==> config.mk <==
export PLATFORM = sky130hd
export DESIGN_NAME = sdram_bank_tracker
export DESIGN_NICKNAME = d
export VERILOG_FILES = /design/src/rtl/sdram_bank_tracker.sv
export SDC_FILE = /design/constraint.sdc
export NUM_CORES = 1
export LEC_CHECK = 0
export CORE_ASPECT_RATIO = 0.6
export CORE_MARGIN = 2
export CORE_UTILIZATION = 40
export CTS_CLUSTER_DIAMETER = 50
export DETAILED_ROUTE_END_ITERATION = 16
export GPL_ROUTABILITY_DRIVEN = 0
export GPL_TIMING_DRIVEN = 0
export PLACE_DENSITY_LB_ADDON = 0.2
export SLEW_MARGIN = 20
export SYNTH_ARGS = -nofsm -noshare
export SYNTH_HDL_FRONTEND = slang
export SYNTH_SLANG_ARGS = --single-unit
==> constraint.sdc <==
create_clock -name clk -period 3.38 [get_ports clk]
set_clock_uncertainty 0.2 [all_clocks]
set_input_delay 0.676 -clock clk [delete_from_list [all_inputs] [get_ports clk]]
set_output_delay 0.676 -clock clk [all_outputs]
set_load 0.02 [all_outputs]
==> src/rtl/sdram_bank_tracker.sv <==
module sdram_bank_tracker #(
  parameter int ROW_W     = 13,
  parameter int MRD_CYC   = 2,
  parameter int RP_CYC    = 3,
  parameter int BURST_LEN = 4,
  localparam int NB = 4,
  localparam int MW = $clog2(MRD_CYC + 1),
  localparam int PW = $clog2(RP_CYC + 1),
  localparam int AW = $clog2(BURST_LEN + 1)
) (
  input  logic                  clk,
  input  logic                  rst,
  input  logic [2:0]            cmd,
  input  logic [1:0]            bank,
  input  logic [ROW_W-1:0]      addr,
  output logic [NB-1:0]         bank_open,
  output logic [NB*ROW_W-1:0]   open_row,
  output logic                  all_idle,
  output logic                  err,
  output logic [2:0]            err_code
);
  localparam logic [2:0] C_MODE = 3'd1, C_ACT = 3'd2, C_RD = 3'd3, C_WR = 3'd4, C_PRE = 3'd5;

  logic [MW-1:0]    mrd_cnt;
  logic [PW-1:0]    rp_cnt [NB];
  logic [AW-1:0]    ap_cnt [NB];
  logic [ROW_W-1:0] row_q  [NB];
  logic [2:0]       code_d;
  logic             is_cmd;

  assign is_cmd   = cmd inside {C_MODE, C_ACT, C_RD, C_WR, C_PRE};
  assign all_idle = ~|bank_open;

  always_comb begin
    code_d = 3'd0;
    if (is_cmd) begin
      if (mrd_cnt != '0) code_d = 3'd3;
      else begin
        case (cmd)
          C_MODE: if (|bank_open) code_d = 3'd1;
                  else if (addr[12]) code_d = 3'd2;
          C_ACT:  if (bank_open[bank]) code_d = 3'd4;
                  else if (rp_cnt[bank] != '0) code_d = 3'd5;
          C_RD, C_WR: if (!bank_open[bank]) code_d = 3'd6;
                  else if (ap_cnt[bank] != '0) code_d = 3'd7;
          default: code_d = 3'd0;
        endcase
      end
    end
  end

  always_ff @(posedge clk) begin
    if (rst) begin
      mrd_cnt   <= '0;
      bank_open <= '0;
      err       <= 1'b0;
      err_code  <= 3'd0;
      for (int b = 0; b < NB; b++) begin
        rp_cnt[b] <= '0;
        ap_cnt[b] <= '0;
        row_q[b]  <= '0;
      end
    end else begin
      err      <= code_d != 3'd0;
      err_code <= code_d;
      if (mrd_cnt != '0) mrd_cnt <= mrd_cnt - 1'b1;
      for (int b = 0; b < NB; b++) begin
        if (rp_cnt[b] != '0) rp_cnt[b] <= rp_cnt[b] - 1'b1;
        if (ap_cnt[b] != '0) begin
          ap_cnt[b] <= ap_cnt[b] - 1'b1;
          if (ap_cnt[b] == AW'(1)) begin
            bank_open[b] <= 1'b0;
            rp_cnt[b]    <= PW'(RP_CYC - 1);
          end
        end
      end
      if (is_cmd && code_d == 3'd0) begin
        case (cmd)
          C_MODE: mrd_cnt <= MW'(MRD_CYC - 1);
          C_ACT: begin
            bank_open[bank] <= 1'b1;
            row_q[bank]     <= addr;
          end
          C_RD, C_WR: if (addr[10]) ap_cnt[bank] <= AW'(BURST_LEN);
          C_PRE: for (int b = 0; b < NB; b++)
            if (addr[10] || bank == 2'(b)) begin
              bank_open[b] <= 1'b0;
              ap_cnt[b]    <= '0;
              rp_cnt[b]    <= PW'(RP_CYC - 1);
            end
          default: ;
        endcase
      end
    end
  end

  always_comb
    for (int b = 0; b < NB; b++) open_row[b*ROW_W +: ROW_W] = row_q[b];


  mrd_gap_chk: assert property (@(posedge clk) disable iff (rst)
    (mrd_cnt != '0 && is_cmd) |=> (err && err_code == 3'd3));

  act_open_chk: assert property (@(posedge clk) disable iff (rst)
    (mrd_cnt == '0 && cmd == C_ACT && bank_open[bank]) |=> (err && err_code == 3'd4));

  mode_busy_chk: assert property (@(posedge clk) disable iff (rst)
    (mrd_cnt == '0 && cmd == C_MODE && |bank_open) |=> (err && err_code == 3'd1));

  flag_row_chk: assert property (@(posedge clk) disable iff (rst)
    (cmd == C_ACT && bank_open[bank]) |=> $stable(open_row));

  pre_all_chk: assert property (@(posedge clk) disable iff (rst)
    (mrd_cnt == '0 && cmd == C_PRE && addr[10]) |=> bank_open == '0);
endmodule

# Word level (Yosys, flattened, before mapping)
# Memory sizes are Yosys's and may differ from the RTL's.
# Cells that the tools add are included.
# word_totals
ff_bits,10
latch_bits,0
ram_bits,72
romBits,0
out_inout_bits,61
elab_cells,204
n_memories,3
# memory_table
memory,words,width,rd,rd_clocked_by_memory_dff,wr,line,rtl
row_q,4,13,4,0,4,27,logic [ROW_W-1:0] row_q [NB];
ap_cnt,4,3,5,0,5,26,logic [AW-1:0] ap_cnt [NB];
rp_cnt,4,2,5,0,4,25,logic [PW-1:0] rp_cnt [NB];
# op_classes
n_addsub,9
mul,0
n_div,0
n_lt_le_gt_ge,2
eq_ne,12
shifts,0
mux,128
n_bitwise,21
n_reduce_logical,25
# op_table
operator,n
1-bit two-way mux,90
3-bit two-way mux,14
2-bit two-way mux,18
1-bit OR,20
3-bit nonzero test,6
3-bit by 1-bit equality test with 1-bit output (second input constant),5
13-bit two-way mux,1
13-bit OR reduction,1
2-bit nonzero test,6
3-bit by 1-bit subtractor with 3-bit output (second input constant),4
2-bit by 1-bit subtractor with 2-bit output (second input constant),5
3-bit one-hot mux with 3 select lines,1
4-bit one-hot mux with 2 select lines,1
3-bit by 2-bit equality test with 1-bit output (second input constant),2
3-bit equality test (second input constant),2
5-bit nonzero test,1
2-bit equality test (second input constant),2
1-bit logical OR,4
4-bit two-way mux,1
4-bit OR,1
4-bit OR reduction,1
3-bit zero test,1
2-bit by 3-bit < comparator with 1-bit output (second input constant),1
1-bit binary-select mux with 2-bit select,1
other kinds (7),8

# Logic depth before layout (Yosys ltp)
# An unclocked memory read counts as a cell.
# depth
depth_word,14
ltp_mapped,8
mapped_depth_nobuf,7

# Least setup slack after synthesis
# Ideal clock, no wire load.
# synth_path
path_kind,input -> register
start,input bank[0]
end,"memory row_q[0][0], enable pin"
setup_ns,0.351
t_arrival_ns,2.744
required_ns,2.829
slack_ns,0.084
cell_stages,8
n_path_buf,2
path_cell_list,buf_6 > inv_4 > mux4_2 > o31ai_4 > a21oi_2 > nor4_4 > buf_6 > a21o_1
# synth_rtl
element,line,rtl
"start, declared",14,"input logic [1:0] bank,"
"end, declared",27,

==> impl_metrics.yaml <==
floorplanning:
  fp-row-count: 28
  core_area_um2: 10000
  ios: 81
  start_util_pct: 41.7
  chipWidth_um: 136
  die_h_um: 83.1
  die_area_um2: 11300
finish:
  num-fill-cells: 875
  nets: 491
  final_common_cell: "clkdlybuf4s50_1"
  fin_util_pct: 54.5
  design_area_um2: 5470
  synthToLayoutAreaGrowth_pct: 30.9
  layout_common_cells: "76 x clkdlybuf4s50_1, 60 x edfxtp_1, 42 x and3_1, 23 x nor2_1"
  layout-drive-gt1-share_pct: 12.0
  diodes: 0
timing:
  final_max_slew_viol_count: 0
  max_slew_margin_pct: 61.4
  period_needed_ps: 3220
  fin_setup_tns_ps: 0
  tightest_slew_ps: 580
  finalCritPeriodShare_pct: 95.1
  fin_hold_ws_ps: 296
  grt_setup_unrepaired: "no"
  clock.fmax_mhz: 311
  hold_viol: 0
  setup_viol: 0
detailed_routing:
  postRouteAntennaNets: 0
  post_drt_wl_per_cell_um: 17.9
  drt_iter0_drc: 365
  drt-total-wl_um: 10700
  vias: 3203
  drcViolationCount: 0
  via_per_inst: 5.38
  first_pass_iters: 4
worst_setup_path:
  setup.worst_path.class: "primary input to flip-flop"
  slowest_stage: "dlygate4sd2_1"
  critPathArrivalTime_ps: 3050
  reg2reg_from: "rp_cnt[1][0]"
  startpoint_type: "primary input"
  cp.required_ps: 3210
  reg2reg_to: "row_q[1][1]"
  startpoint: "bank[1]"
  worstPathCellList: "dlygate4sd2_1 -> nor4b_4 -> o211ai_1 -> a31oi_4 -> nand2_4 -> nor4_4 -> buf_6 -> a21o_4"
  reg2reg_depth: 7
  worstSetupEndpointType: "flip-flop"
  cpPeakStageDelay_ps: 430
  crit_fanout: 13
  cp_num_buf_inv: 2
  r2r_slack_ps: 400
  cp_top_family: "compound AO/OA/AOI/OAI gates"
power:
  switching_share_pct: 33.1
  power.share.clock_pct: 27.8
  power_mw: 3.31
  p_int_mw: 2.21
  peakVddDrop_uv: 314
  pwr-share-comb_pct: 31.1
  power.leakage_nw: 2.17
  power_switching_mw: 1.09
  power.density_nw_per_um2: 605
  power_frac_seq_pct: 41.1
cts:
  clock_sinks: 82
  cts_tree: "yes"
  htree_levels: 3
  clkLatencyLatePin_ps: 340
  cts_root_buf: "clkbuf_16"
  clk_pin_slew_ps: 60
  cts_made_buffers: 9
  cts_buffer_depth: 2
yosys:
  synth.distinct_cells: 63
  synth-seq-cells: 82
  synth_cells: 366
  avgSynthCellArea_um2: 11.4
  synth_nets: 402
  ys_seq_area_share_pct: 53.7
  synth-edff-count: 60
  netlist_area_um2: 4180
  ys.flop_type: "edfxtp_1"
  synthArstFlopShare_pct: 0
  yosysWarnings: 0
min_path:
  min-delay-start: "bank_open[0]"
  hold_end: "bank_open[0]"
  hp-class: "flip-flop to flip-flop"
  hold_depth: 2
placement:
  hpwl_um: 8110
  io_buffers: 77
  placed_area_um2: 5110
grt:
  grt_pass1_wl_um: 16400
  antenna_found_initial: 1
  grt_pass1_vias: 2917
  track_usage_pct: 19.4
  overflow: 0
  grt_start_max_net_pins: 16
status:
  status: "complete, no violations"
run:
  maxCapViolCount: 0
-- layout make-up --
cell class              instances  area, um^2  share of cell area, %
clock inverters                 7        52.6                  0.962
well taps                     135         169                   3.09
multi-input cells             245        1790                   32.7
plain buffers                  17         128                   2.34
repair buffers                 78         777                   14.2
inverters                      22        85.1                   1.56
flip-flops and latches         82        2240                   41.0
clock buffers                   9         225                   4.12
-- synthesized netlist by cell type (all sizes together), types with 2 or more instances --
cell | count | area [um^2]
a21o | 3 | 22.5
a21oi | 16 | 87.6
a31oi | 2 | 27.5
a32oi | 2 | 17.5
and2 | 20 | 126
and3 | 42 | 263
buf | 9 | 97.6
clkbuf | 8 | 30.0
dfxtp | 22 | 440
edfxtp | 60 | 1800
ha | 16 | 200
inv | 22 | 85.1
mux2 | 4 | 45.0
mux2i | 4 | 40.0
mux4 | 2 | 45.0
nand2 | 23 | 93.8
nand3 | 8 | 40.0
nand4 | 2 | 12.5
nor2 | 23 | 86.3
nor2b | 6 | 37.5
nor3 | 5 | 25.0
nor3b | 2 | 15.0
nor4 | 4 | 40.0
nor4b | 3 | 26.3
o211ai | 3 | 22.5
o21a | 2 | 15.0
o21ai | 10 | 50.1
o22ai | 2 | 12.5
o31a | 2 | 18.8
o31ai | 3 | 36.3
or2 | 7 | 43.8
or3 | 4 | 25.0
or3b | 2 | 17.5
xnor2 | 6 | 52.6
-- power groups by stage --
| stage | clock, mW | sequential [mW] | combinational [mW] |
|---|---|---|---|
| 2_1_floorplan | 0 | 1.37 | 0.699 |
| 3_3_place_gp | 0 | 1.35 | 0.972 |
| 3_5_place_dp | 0 | 1.36 | 1.00 |
| 4_1_cts | 0.936 | 1.35 | 1.03 |
| 5_1_grt | 0.976 | 1.38 | 1.14 |
| 6_report | 0.919 | 1.36 | 1.03 |
-- metrics by stage --
step | setup slack (ps) | instances
after global placement | -1330 | 578
after CTS | 225 | 595
after detailed placement | -1350 | 578
after floorplan | 84.3 | 366
after global routing | 68.6 | 595
final | 165 | 595
-- sequential cells by signal (all words and copies together) (netlist names) --
name,cells
ap_cnt,12
mrd_cnt,2
err,1
row_q,52
bank_open,4
rp_cnt,8
err_code,3
-- routing by layer --
metal	global-route usage (%)	share of wire (%)	routed length [um]
met1	30.6	50	5350
met2	26.3	42	4450
met3	4.64	7.2	764
met4	4.55	0.88	94
met5	0	0	0
-- worst min-delay path, cell delays in order (launching register included) --
cell,delay [ps]
dfxtp_1,340
nand2_1,60
a21oi_1,50
-- cells by family (layout without fill, tap and decap cells) --
logic type / Yosys count / in the layout / share of synthesized area [%]
AO/OA/AOI/OAI: 56 / 56 / 10.5
flip-flops: 82 / 82 / 53.7
adder cells (fa/ha/maj): 16 / 16 / 4.79
XOR/XNOR: 6 / 6 / 1.26
AND/OR/NAND/NOR: 157 / 157 / 21.5
multiplexers: 10 / 10 / 3.12
buffers and inverters: 39 / 133 / 5.09
-- repair_timing --
| action | CTS | global route |
|---|---|---|
| resized for setup | 14 | 0 |
| setup buffers | 1 | 0 |
| hold buffers | 0 | 0 |
| setup endpoints to repair | 107 | 0 |
-- worst max-delay path by stage --
stage / endpoint / slack [ps] / cells after the start
floorplan: row_q[0][0] / 80 / 8
detailed placement: row_q[1][4] / -1350 / 8
CTS: row_q[1][7] / 220 / 9
global placement: row_q[1][5] / -1330 / 8
finish: row_q[1][1] / 160 / 8
global route: row_q[1][6] / 70 / 9
(Power assumes the default switching activity.)
